==> config.mk <==
export PLATFORM = sky130hd
export DESIGN_NAME = ukaddr_guard
export DESIGN_NICKNAME = d
export VERILOG_FILES = /design/src/rtl/ukg_pkg.sv /design/src/rtl/ukg_priv_resolve.sv /design/src/rtl/ukg_addr_probe.sv /design/src/rtl/ukg_verdict.sv /design/src/rtl/ukaddr_guard.sv
export SDC_FILE = /design/constraint.sdc
export NUM_CORES = 1
export LEC_CHECK = 0
export BUFFER_PORTS_ARGS = -buffer_cell sky130_fd_sc_hd__buf_4
export CELL_PAD_IN_SITES_DETAIL_PLACEMENT = 1
export CELL_PAD_IN_SITES_GLOBAL_PLACEMENT = 1
export CORE_MARGIN = 3
export CORE_UTILIZATION = 10
export DETAILED_ROUTE_END_ITERATION = 10
export PLACE_DENSITY = 0.84
export SETUP_SLACK_MARGIN = 0.1
export SLEW_MARGIN = 40
export SYNTH_ARGS = -nofsm -noshare
export SYNTH_HDL_FRONTEND = slang
export SYNTH_HIERARCHICAL = 1
export SYNTH_SLANG_ARGS = --single-unit
export TNS_END_PERCENT = 50
==> constraint.sdc <==
create_clock -name clk -period 1.5 [get_ports clk]
set_clock_uncertainty 0.05 [all_clocks]
set_input_delay 0.15 -clock clk [delete_from_list [all_inputs] [get_ports clk]]
set_output_delay 0.15 -clock clk [all_outputs]
set_load 0.05 [all_outputs]
==> src/rtl/ukg_pkg.sv <==
package ukg_pkg;

    typedef enum logic [1:0] {
        PRIV_U   = 2'd0,
        PRIV_S   = 2'd1,
        PRIV_RSV = 2'd2,
        PRIV_M   = 2'd3
    } priv_e;

    typedef enum logic [1:0] {
        ACC_FETCH = 2'd0,
        ACC_LOAD  = 2'd1,
        ACC_STORE = 2'd2,
        ACC_OTHER = 2'd3
    } acc_e;

    typedef enum logic {
        ST_IDLE = 1'b0,
        ST_HOLD = 1'b1
    } rsp_state_e;

    localparam int          CAUSE_W     = 5;
    localparam int          MODE_W      = 4;
    localparam logic [MODE_W-1:0] MODE_PAGED39 = 4'd8;

    localparam logic [CAUSE_W-1:0] CAUSE_NONE   = 5'd0;
    localparam logic [CAUSE_W-1:0] CAUSE_IFETCH = 5'd12;
    localparam logic [CAUSE_W-1:0] CAUSE_LOAD   = 5'd13;
    localparam logic [CAUSE_W-1:0] CAUSE_STORE  = 5'd15;

endpackage

==> src/rtl/ukg_priv_resolve.sv <==
module ukg_priv_resolve
    import ukg_pkg::*;
(
    input  logic [1:0] cur_priv,
    input  logic       cur_virt,
    input  logic       mprv,
    input  logic [1:0] mpp,
    input  logic       hyp_access,
    input  logic       spvp,
    input  logic       hu,
    input  logic       usr_guard_en,
    input  logic       hyp_guard_en,
    output logic       eff_user,
    output logic       guard_en
);

    logic from_user_host;

    // A hypervisor access issued from host user level steers the enable choice.
    assign from_user_host = (cur_priv == PRIV_U) && !cur_virt && hyp_access;

    always_comb begin
        eff_user = 1'b0;
        if (hyp_access) begin
            if (!cur_virt) begin
                if (cur_priv == PRIV_U) begin
                    eff_user = hu;
                end else if (cur_priv != PRIV_RSV) begin
                    eff_user = !spvp;
                end
            end
        end else if ((cur_priv == PRIV_M) && mprv) begin
            eff_user = (mpp == PRIV_U);
        end else begin
            eff_user = (cur_priv == PRIV_U);
        end
    end

    always_comb begin
        if (from_user_host) begin
            guard_en = hyp_guard_en;
        end else begin
            guard_en = usr_guard_en;
        end
    end

endmodule

==> src/rtl/ukg_addr_probe.sv <==
module ukg_addr_probe #(
    parameter int VA_W     = 64,
    parameter int NARROW_W = 32
) (
    input  logic [1:0]      sxl,
    input  logic [VA_W-1:0] vaddr,
    output logic            top_set
);

    localparam int WIDE_BIT   = VA_W - 1;
    localparam int NARROW_BIT = NARROW_W - 1;

    generate
        if (VA_W > NARROW_W) begin : g_two_widths
            // Encodings 0 and 1 select the narrow width, 2 and 3 the full bus.
            assign top_set = sxl[1] ? vaddr[WIDE_BIT] : vaddr[NARROW_BIT];
        end else begin : g_one_width
            logic unused_sxl;
            assign unused_sxl = ^sxl;
            assign top_set    = vaddr[WIDE_BIT];
        end
    endgenerate

endmodule

==> src/rtl/ukg_verdict.sv <==
module ukg_verdict
    import ukg_pkg::*;
(
    input  logic                ext_en,
    input  logic                stage_one,
    input  logic [MODE_W-1:0]   atp_mode,
    input  logic [1:0]          acc_kind,
    input  logic                eff_user,
    input  logic                guard_en,
    input  logic                top_set,
    output logic                fault,
    output logic [CAUSE_W-1:0]  cause
);

    logic armed;
    logic kind_checked;
    logic [CAUSE_W-1:0] kind_cause;

    assign armed = ext_en && stage_one && (atp_mode == MODE_PAGED39);

    always_comb begin
        kind_checked = 1'b1;
        kind_cause   = CAUSE_NONE;
        unique case (acc_kind)
            ACC_FETCH: kind_cause = CAUSE_IFETCH;
            ACC_LOAD:  kind_cause = CAUSE_LOAD;
            ACC_STORE: kind_cause = CAUSE_STORE;
            default:   kind_checked = 1'b0;
        endcase
    end

    assign fault = armed && kind_checked && eff_user && guard_en && top_set;
    assign cause = fault ? kind_cause : CAUSE_NONE;

endmodule

==> src/rtl/ukaddr_guard.sv <==
module ukaddr_guard
    import ukg_pkg::*;
#(
    parameter int VA_W = 64
) (
    input  logic                 clk,
    input  logic                 rst,
    input  logic                 req_valid,
    input  logic [1:0]           cur_priv,
    input  logic                 cur_virt,
    input  logic                 mprv,
    input  logic [1:0]           mpp,
    input  logic                 hyp_access,
    input  logic                 spvp,
    input  logic                 hu,
    input  logic [3:0]           atp_mode,
    input  logic                 usr_guard_en,
    input  logic                 hyp_guard_en,
    input  logic [1:0]           sxl,
    input  logic                 ext_en,
    input  logic                 stage_one,
    input  logic [1:0]           acc_kind,
    input  logic [VA_W-1:0]      vaddr,
    output logic                 rsp_valid,
    output logic                 rsp_fault,
    output logic [CAUSE_W-1:0]   rsp_cause
);

    localparam int NARROW_W = 32;

    rsp_state_e         state_q;
    rsp_state_e         state_d;
    logic               eff_user;
    logic               guard_en;
    logic               top_set;
    logic               v_fault;
    logic [CAUSE_W-1:0] v_cause;
    logic               fault_q;
    logic [CAUSE_W-1:0] cause_q;

    ukg_priv_resolve u_priv (
        .cur_priv     (cur_priv),
        .cur_virt     (cur_virt),
        .mprv         (mprv),
        .mpp          (mpp),
        .hyp_access   (hyp_access),
        .spvp         (spvp),
        .hu           (hu),
        .usr_guard_en (usr_guard_en),
        .hyp_guard_en (hyp_guard_en),
        .eff_user     (eff_user),
        .guard_en     (guard_en)
    );

    ukg_addr_probe #(
        .VA_W     (VA_W),
        .NARROW_W (NARROW_W)
    ) u_probe (
        .sxl     (sxl),
        .vaddr   (vaddr),
        .top_set (top_set)
    );

    ukg_verdict u_verdict (
        .ext_en    (ext_en),
        .stage_one (stage_one),
        .atp_mode  (atp_mode),
        .acc_kind  (acc_kind),
        .eff_user  (eff_user),
        .guard_en  (guard_en),
        .top_set   (top_set),
        .fault     (v_fault),
        .cause     (v_cause)
    );

    // Next-state: ACCEPT, CHAIN and DRAIN all follow req_valid.
    always_comb begin
        state_d = state_q;
        unique case (state_q)
            ST_IDLE: state_d = req_valid ? ST_HOLD : ST_IDLE;
            ST_HOLD: state_d = req_valid ? ST_HOLD : ST_IDLE;
            default: state_d = ST_IDLE;
        endcase
    end

    always_ff @(posedge clk) begin
        if (rst) begin
            state_q <= ST_IDLE;
        end else begin
            state_q <= state_d;
        end
    end

    // Output register: a result is captured only with a request.
    always_ff @(posedge clk) begin
        if (rst) begin
            fault_q <= 1'b0;
            cause_q <= CAUSE_NONE;
        end else if (req_valid) begin
            fault_q <= v_fault;
            cause_q <= v_cause;
        end else begin
            fault_q <= 1'b0;
            cause_q <= CAUSE_NONE;
        end
    end

    assign rsp_valid = (state_q == ST_HOLD);
    assign rsp_fault = fault_q;
    assign rsp_cause = cause_q;

endmodule

# After elaboration in Yosys (flattened, before gate mapping)
# Cells that the tools add are included.
[totals]
out_inout_bits = 7
ff_bits = 7
word_cells = 37
input_bits = 88
[classes]
mux = 10
n_eq_ne = 5
bitwise_logic = 2
reduce_logical = 17
[ops]
columns = ["op", "n"]
rows = [
  ["$pmux 4 s3", 1],
  ["$logic_and 1x1->1", 9],
  ["$mux 1", 9],
  ["$logic_not 2->1", 3],
  ["$reduce_or 3->1", 2],
  ["$eq 2x2->1 const B", 2],
  ["$eq 4x4->1 const B", 1],
  ["$eq 2x1->1 const B", 1],
  ["$logic_not 1->1", 2],
  ["$ne 2x2->1 const B", 1],
  ["$not 1->1", 2],
  ["$reduce_or 2->1", 1],
]

# Depth between registers and ports, before layout
# Gate-level depths: netlist (run 1).
[logic_depth]
word_depth = 10
depth_mapped = 7
mapped_depth_nobuf = 6

# Cells and area by module
# The synthesis (run 1) kept the hierarchy.
[modules_own_cells]
columns = ["module", "instances", "cells_each", "area_per_inst_um2", "seq_area_each_um2"]
rows = [
  ["ukaddr_guard", 1, 14, 198.9, 140.1],
  ["ukg_verdict", 1, 14, 100.1, 0.0],
  ["ukg_priv_resolve", 1, 8, 67.6, 0.0],
  ["ukg_addr_probe", 1, 1, 15.0, 0.0],
]

# Worst setup path before layout (run 1)
# No wires, ideal clock.
[synth_path]
kind = "input port to flip-flop"
startpoint = "input port mprv"
endpoint = "register cause_q[3], in the netlist rsp_cause[3]"
path_stages = 7
path_buffers = 1
arrival_ns = 1.483
path_slack_ns = -0.093
setup_ns = 0.060
required_time_ns = 1.390
cell_sequence = "nand3_1 > o32a_1 > o21ai_1 > or4b_4 > nor3_1 > buf_4 > and3b_1"
[synth_between]
elab_chain_len = 8
[synth_rtl]
columns = ["element", "line_no", "text"]
rows = [
  ["start: declaration", "ukaddr_guard.sv:11", "input logic mprv,"],
  ["$logic_and 1x1->1", "ukg_priv_resolve.sv:32", "end else if ((cur_priv == PRIV_M) && mprv) begin"],
  ["$mux 1", "ukg_priv_resolve.sv:32", ""],
  ["$mux 1", "ukg_priv_resolve.sv:24", "if (hyp_access) begin"],
  ["via eff_user", "ukaddr_guard.sv:33", "logic eff_user;"],
  ["$logic_and 1x1->1 (3 in series)", "ukg_verdict.sv:32", "assign fault = armed && kind_checked && eff_user && guard_en && top_set;"],
  ["$not 1->1 (no source line)", "n/a", ""],
  ["$reduce_or 3->1 (no source line)", "n/a", ""],
  ["end signal: assignment", "ukaddr_guard.sv:101", "cause_q <= v_cause;"],
  ["end: declaration", "ukaddr_guard.sv:39", "logic [CAUSE_W-1:0] cause_q;"],
]
# The timed path passes the listed nets, and every way through them passes these cells.
# A chain may end at the register's enable or synchronous reset.

# Worst setup path in the final report (run 1)
[layout_path]
startpoint = "input port mprv"
endpoint = "register fault_q, in the netlist rsp_fault"
[layout_between]
elab_chain_len = 6
[layout_rtl]
columns = ["element", "line_no", "text"]
rows = [
  ["$logic_and 1x1->1", "ukg_priv_resolve.sv:32", ""],
  ["$mux 1", "ukg_priv_resolve.sv:32", ""],
  ["$mux 1", "ukg_priv_resolve.sv:24", ""],
  ["via eff_user", "ukaddr_guard.sv:33", ""],
  ["$logic_and 1x1->1 (3 in series)", "ukg_verdict.sv:32", ""],
  ["via v_fault", "ukaddr_guard.sv:36", "logic v_fault;"],
  ["end signal: assignment", "ukaddr_guard.sv:100", "fault_q <= v_fault;"],
  ["end: declaration", "ukaddr_guard.sv:38", "logic fault_q;"],
]
# The timed path passes the listed nets, and every way through them passes these cells.

==> results.md, run 1 <==
- Outcome: finished, final reports clean
- Hpwl dp: 1150 um
- GRT Overall Usage: 0.0636
- WP data arrival: 1.57 ns
- H-tree levels: 1
- Design Power: 572 uW
- Area taken by multi-input logic gates: between 200 and 300 sq um
- Core area: between 3000 and 4000 sq um
- Final setup vio count: 0
- Die ar.: 4590 sq um
- Post-synth EDFFs: 0
- Minimum clock period: 1.46 ns
- Avg Cell Area, Syn: ~10 sq um
- Synth top area share: 0.367
- Final Instance Area: approximately 820 sq um
- TritonCTS Sinks: 7
- Drt pass-1 iters: 2
- Ys async rst share: 0
- Pre-CTS setup slack: -0.239 ns
- Antenna diodes: 0
- Mux cell area share after synthesis: 0.0689
- Cells on Worst Hold Path: 2
- Initial antenna violation count: 0
- Most used DFF post-synth: dfxtp_1
- Top cells by area, synth: dfxtp_1 (37%), and3b_1 (14%), ha_1 (6.6%)
- Main combinational cell family by area after synthesis: simple AND/OR/NAND/NOR gates
- Dpl cells: 115
- CP endpoint kind: flop
- Number of global-route vias before repair: 534
- Final hold vios: 0
- Synth cell types: 21
- Vias per inst: approximately 3.7
- Buffers added on ports: 31
- Pin count of the biggest net entering global routing: 8
- Max clock buf depth: 2
- Worst setup path endpoint: rsp_fault
- Worst Setup Start Kind: input pin
- Gr ovfl total: 0
- Power per cell area: ~700 nW/um^2
- WL final: 1370 um
- DRC viols: 0
- Die Y: between 60 and 70 um
- Worst setup startpoint: mprv
- Post-Syn Instances: 37
- Adder-cell share of the synthesized area: 0.0656
- CP Class: input pin to flop
- Final worst setup slack: 0.0439 ns
- Worst VDD drop: about 0.20 mV
- Clk slew on worst S/H paths: around 0.04 ns
- Min-Delay Path Class: input pin to flop
- GPL Wtd Cong: ~0.64
- Worst endpoint required time: 1.61 ns
- RSZ-0062 raised after global routing: yes
- Pins Over Slew Limit: 0
- Routed Antenna Nets: 0
- First-pass GRT wire length: around 2100 um
- Die W: around 68 um
- TritonCTS clock tree: built
- Synth Area in Compound Gates: 0.0525
- Hold bufs inserted after CTS: 0
- Post-synthesis xor/xnor area fraction: 0
- Simple-gate share of the synthesized area: 0.377
- Nets: 165
- Synthesized net count: 127
- Cell Area, Synth: 382 sq um
- Ratio of cells with drive above 1 in the final layout: 0.635
- Num CTS Buffers: 3
- Area added between synthesis and finish: 114%
- LEAKAGE: between 0.0003 and 0.0004 uW
- Post-synth top area cell: dfxtp_1
- WL/cell: 11.4 um
- Worst Min Path Start: rst
- Cell Rows: 21
- Hold Slack: 0.0725 ns
- CTS root buffer: clkbuf_8
- Io pins: 95
- Fin cells: 120
- Crit-path max FO: 4
- Sequential share of the synthesized area: 0.367
- Yosys warnings: 6
- Fmax: 0.687 GHz
- Fillers: 402
- Via Count: 442
- Tcrit/Tclk final: 0.971
- FF+latch area: 140 sq um
- Synth Register Bits: 7
- Max cap viols: 0
- Placed instance area: 689 sq um
- DRT iter0 DRCs: 1
- Initial core utilization: 0.109
## where the power goes
group / switching (uW) / internal, uW
sequential: 0.691 / 190
combinational: 49.8 / 74.2
clock: 74.2 / 183
total: 125 / 447
## cell families after synthesis
logic type | Yosys count
and+or+nand+nor | 18
other | 1
DFF | 7
adders and majority gates | 2
AOI/OAI and AO/OA | 3
muxes | 2
buffers and inverters | 4
## cells in the final DEF, fill, tap and decap left out, drive strengths merged, types with 2 or more instances in the layout
cell    count
and3b       6
buf        35
clkbuf      4
dfxtp       7
ha          2
inv         2
mux2        2
nor3        2
nor4        2
nor4b       2
o21ai       2
## state kept, by name, indices dropped and copies added (netlist names)
signal	flops
rsp_cause	5
rsp_fault	1
rsp_valid	1
## timing repair
action / 4_1_cts / 5_1_grt
setup endpoints to repair: 5 / 5
setup buffers: 1 / 0
pin swaps: 1 / 1
gates resized for setup: 4 / 10
## critical path, cell delays in order
cell and delay [ns]:
buf_4 0.09, nand3_2 0.07, o32a_1 0.29, o21ai_1 0.11, or4b_4 0.53, nor3_1 0.15
and3b_1 0.17
## layer usage
layer / vias to the layer above / GRT usage / part of all wire
met4: 0 / 0.0149 / 0.0051
met2: 34 / 0.117 / 0.50
li1: 209 / - / -
met5: - / 0 / 0
met1: 197 / 0.0580 / 0.34
met3: 2 / 0.0416 / 0.16
## area by class of cell
cell class / count / share of cell area
clock buffer: 4 / 0.0552
inverter: 2 / 0.00920
multi-input combinational: 26 / 0.344
sequential: 7 / 0.172
tap: 46 / 0.0706
timing repair buffer: 35 / 0.350
## synth_stat cells (all sizes together), types with 2 or more instances
master,n
ha,2
nor3,2
inv,2
buf,2
nor4b,2
nor4,2
dfxtp,7
o21ai,2
and3b,6
mux2,2
## through the flow
step | TNS, ns | util
after floorplan | -0.0361 | -
after global placement | -0.688 | 0.197
after detailed placement | -1.02 | 0.197
after CTS | 0 | 0.219
after global routing | -0.107 | 0.233
final | 0 | 0.233
## how the worst min path moves through the flow
stage | end
after floorplan | rsp_valid
after global placement | rsp_valid
after detailed placement | rsp_valid
after CTS | rsp_valid
after global routing | rsp_valid
final | rsp_valid
No activity file was read; power rests on OpenSTA's default activity.
==> run 2, diff against run 1 <==
Settings changed: CORE_UTILIZATION 10 to 12, PLACE_DENSITY 0.84 to 0.93.
Clock period 1.5 ns to 1.68 ns, I/O delays scaled along.
==> run 2 against run 1 <==
Net effect: die area is 15% lower; core utilization is 1.2 points higher; final area is 13% lower; critical endpoint is now rsp_cause[1]; largest power group is now sequential cells.
==> results.md, run 2 (synthesis results as in run 1) <==
- Reg power frac: 0.411
- Die W: 62.4 um
- Largest register FFs: 5
- WL/cell: 10.2 um
- PostCTS Resize Cnt: 0
- Hold bufs inserted after CTS: 0
- Gate power share: 0.222
- Max clock buf depth: 2
- Core area: 2900 sq um
- Worst VDD drop: 0.115 mV
- Via Count: about 420
- Met3 routed WL: 71 um
- Worst Hold End: rsp_valid
- Cell Rows: 19
- Drt pass-1 iters: 2
- DRC viols: 0
- Final Instance Area: 711 sq um
- Worst Min Path Start: rst
- Crit-path max FO: 5
- Number of global-route vias before repair: 448
- M1 WL: 353 um
- Most frequent cells in the layout: buf_4 (33), dfxtp_1 (7), and3b_1 (6)
- Hpwl dp: 1020 um
- GRT Overall Usage: 0.0580
- H-tree levels: 1
- Io pins: 95
- Cells on Worst Hold Path: 2
- TritonCTS clock tree: built
- Routed Antenna Nets: 0
- First-pass GRT wire length: 1720 um
- LEAKAGE: 0.000337 uW
- Pins Over Slew Limit: 0
- Final hold vios: 0
- Internal: 316 uW
- Clk slew on worst S/H paths: 0.05 ns
- CTS root buffer: clkbuf_4
- Pin count of the biggest net entering global routing: 8
- Tcrit/Tclk final: 0.870
- WL final: 1170 um
- Vias per inst: 3.65
- DRT iter0 DRCs: 7
- Setup bufs post-CTS: 0
- CP endpoint kind: flop
- Clock network power share: 0.367
- Worst Setup Start Kind: input pin
- Outcome: finished, final reports clean
- Placed instance area: approximately 670 sq um
- Sw Ratio: 0.233
- Die Y: 62.4 um
- Most common cell after layout, fill and taps aside: buf_4
- Minimum clock period: 1.46 ns
- Final core utilization: 0.245
- Antenna diodes: 0
- Min-Delay Path Class: input pin to flop
- Nets: ~160
- Switching power: 95.6 uW
- Buffers added on ports: 31
- GPL Wtd Cong: 0.739
- Highest metal used: met4
- Gr ovfl total: 0
- Fmax: 0.684 GHz
- Met2 routed wirelength: 700 um
- Area added between synthesis and finish: 86.2%
- Power per cell area: 579 nW/um^2
- CP Class: input pin to flop
- Final setup vio count: 0
- Die ar.: 3890 sq um
- TritonCTS Sinks: 7
- RSZ-0062 raised after global routing: no
- Initial antenna violation count: 0
- Initial core utilization: 0.132
- Ratio of cells with drive above 1 in the final layout: 0.597
- Num CTS Buffers: 3
- Max cap viols: 0
- Worst endpoint required time: 1.82 ns
- WP data arrival: 1.60 ns
[run 2: cell count changes in the layout (fill, tap and decap cells not counted), sizes merged]
cell and change:
buf -2
[run 2: area by class of cell]
cell class	instances	area, sq um
well taps	42	52.6
flip-flops and latches	7	140
repair buffers	33	248
fillers	356	2190
clock buffers	4	26.3
inverters	2	7.51
multi-input cells	26	236
[run 2: power groups by stage]
stage          logic, uW  clock network, uW  registers [uW]
2_1_floorplan       23.1                  0             181
3_3_place_gp        86.9                  0             172
3_5_place_dp        90.2                  0             172
4_1_cts             90.3                158             169
5_1_grt             99.7                167             169
6_report            91.2                151             169
[run 2: per-stage QoR]
stage / cells / power, uW / setup slack, ns / hold slack (ns) / TNS, ns
2_1_floorplan: 37 / 204 / 0.118 / 0.190 / 0
3_3_place_gp: 110 / 259 / -0.0258 / 0.320 / -0.0479
3_5_place_dp: 110 / 263 / -0.0953 / 0.329 / -0.207
4_1_cts: 114 / 417 / 0.143 / 0.0601 / 0
5_1_grt: 114 / 435 / 0.140 / 0.0639 / 0
6_report: 114 / 411 / 0.218 / 0.0640 / 0
[run 2: critical path, stage by stage]
cell	delay [ns]
buf_4	0.11
nand3_1	0.08
o32a_1	0.29
o21ai_1	0.10
or4b_4	0.50
nor4_1	0.16
and3b_1	0.18
[run 2: how the worst max path moves through the flow]
stage	start	to	slack (ns)
2_1_floorplan	mprv	rsp_cause[3]	0.12
3_3_place_gp	cur_virt	rsp_cause[0]	-0.03
3_5_place_dp	cur_virt	rsp_cause[0]	-0.1
4_1_cts	cur_virt	rsp_cause[0]	0.14
5_1_grt	cur_virt	rsp_cause[0]	0.14
6_report	cur_priv[0]	rsp_cause[1]	0.22
[run 2: layer usage]
layer / global-route usage / vias up
met5: 0 / -
met4: 0.0771 / 0
met3: 0.0108 / 4
met2: 0.114 / 17
met1: 0.0381 / 188
li1: - / 207
==> run 3, diff against run 2 <==
Settings changed: CORE_UTILIZATION 12 to 11, PLACE_DENSITY 0.93 to 0.76.
Clock period 1.68 ns to 1.49 ns, I/O delays scaled along.
==> run 3 against run 2 <==
Net effect: final area grew 7.0%; global-route usage grew 0.11 points; core utilization shrank 0.57 points; die area grew 8.2%; sequential cell count is the same; critical path depth is the same; power grew 15%.
==> results.md, run 3 (synthesis results as in run 1) <==
- Ratio of cells with drive above 1 in the final layout: 0.635
- Most common cell after layout, fill and taps aside: buf_4
- Initial antenna violation count: 0
- LEAKAGE: 0.000364 uW
- Hold bufs inserted after CTS: 0
- WL/cell: 11.1 um
- Outcome: finished, final reports clean
- Most frequent cells in the layout: buf_4 (32), dfxtp_1 (7), and3b_1 (6)
- Gate power share: 0.243
- Drt pass-1 iters: 2
- Via Count: 428
- DRC viols: 0
- Buffers added on ports: 31
- GRT Overall Usage: 0.0592
- Io pins: 95
- Worst Setup Start Kind: input pin
- WP data arrival: between 1.5 and 2 ns
- Switching power: about 110 uW
- Area added between synthesis and finish: 99.3%
- Routed Antenna Nets: 0
- Antenna diodes: 0
- Number of global-route vias before repair: 450
- Min-Delay Path Class: input pin to flop
- Die Y: about 65 um
- WL final: 1310 um
- Clock network power share: 0.353
- Final hold vios: 0
- Hpwl dp: about 1100 um
- Design Power: 472 uW
- Minimum clock period: ~1.5 ns
- Met2 routed wirelength: between 700 and 800 um
- Sw Ratio: 0.232
- Worst VDD drop: 0.159 mV
- Highest metal used: met4
- Initial core utilization: 0.120
- Die W: approximately 65 um
- M1 WL: between 400 and 500 um
- Num CTS Buffers: 3
- CP endpoint kind: flop
- Tcrit/Tclk final: 0.993
- Cells on Worst Hold Path: 2
- Vias per inst: 3.63
- TritonCTS clock tree: built
- Power per cell area: 620 nW/um^2
- Core area: 3180 sq um
- Pins Over Slew Limit: 0
- Internal: between 300 and 400 uW
- Worst endpoint required time: 1.62 ns
- H-tree levels: 1
- First-pass GRT wire length: 1840 um
- Nets: 165
- Die ar.: around 4200 sq um
- Cell Rows: 20
- Crit-path max FO: 4
- Fmax: 0.676 GHz
- CTS root buffer: clkbuf_4
- Final core utilization: 0.239
- Largest register FFs: 5
- Pin count of the biggest net entering global routing: 8
- Final setup vio count: 0
- GPL Wtd Cong: 0.760
- Clk slew on worst S/H paths: 0.05 ns
- CP Class: input pin to flop
- Max cap viols: 0
- Reg power frac: 0.404
- Max clock buf depth: 2
- TritonCTS Sinks: 7
- Gr ovfl total: 0
- RSZ-0062 raised after global routing: yes
- DRT iter0 DRCs: 8
- Met3 routed WL: between 50 and 60 um
run 3: cell count changes in the layout (fill, tap and decap cells not counted):
cell	change
nor3_4	+1
nand3_1	-1
buf_6	+2
nor3_2	-1
nor4_2	+1
buf_4	-1
nor4_1	-1
nand3_2	+1
buf_8	+1
run 3: final cells by class:
type                       count  area (sq um)
multi-input combinational     26           254
fill                         383          2420
timing repair buffer          35           278
tap                           44          55.1
inverter                       2          7.51
sequential                     7           140
clock buffer                   4          26.3
run 3: worst max-delay path, stage by stage:
cell	delay (ns)
buf_4	0.12
nor4b_2	0.26
o21ai_0	0.11
o21ai_1	0.08
or4b_4	0.52
nor3_4	0.19
and3b_1	0.18
run 3: path summary, 6_finish.rpt:
kind,start,slack (ns),end
max,cur_virt,0.01,rsp_cause[3]
min,rst,0.05,rsp_valid
run 3: power by group through the flow:
stage | logic, uW | clock network [uW] | registers, uW
2_1_floorplan | 26.3 | 0 | 204
3_3_place_gp | 99.6 | 0 | 194
3_5_place_dp | 104 | 0 | 194
4_1_cts | 105 | 174 | 190
5_1_grt | 124 | 185 | 191
6_report | 115 | 167 | 191
run 3: repair_timing:
item | in CTS | in global routing
pin swaps | 0 | 3
buffers inserted | 0 | 2
endpoints found under the hold margin | 0 | 0
resized for setup | 1 | 7
setup endpoints to repair | 5 | 5
run 3: routing by layer:
layer,global-route usage,vias up
li1,-,210
met1,0.0458,203
met2,0.120,13
met3,0.0139,2
met4,0.0475,0
met5,0,-
run 3: through the flow:
step,cells,worst slack [ns],area [sq um],setup TNS (ns),hold slack [ns]
3_5_place_dp,112,-0.291,679,-1.10,0.308
6_report,118,0.0111,761,0,0.0511
5_1_grt,118,-0.0691,761,-0.250,0.0495
3_3_place_gp,112,-0.174,679,-0.777,0.302
2_1_floorplan,37,-0.0451,392,-0.0451,0.171
4_1_cts,116,0.0257,712,0,0.0467
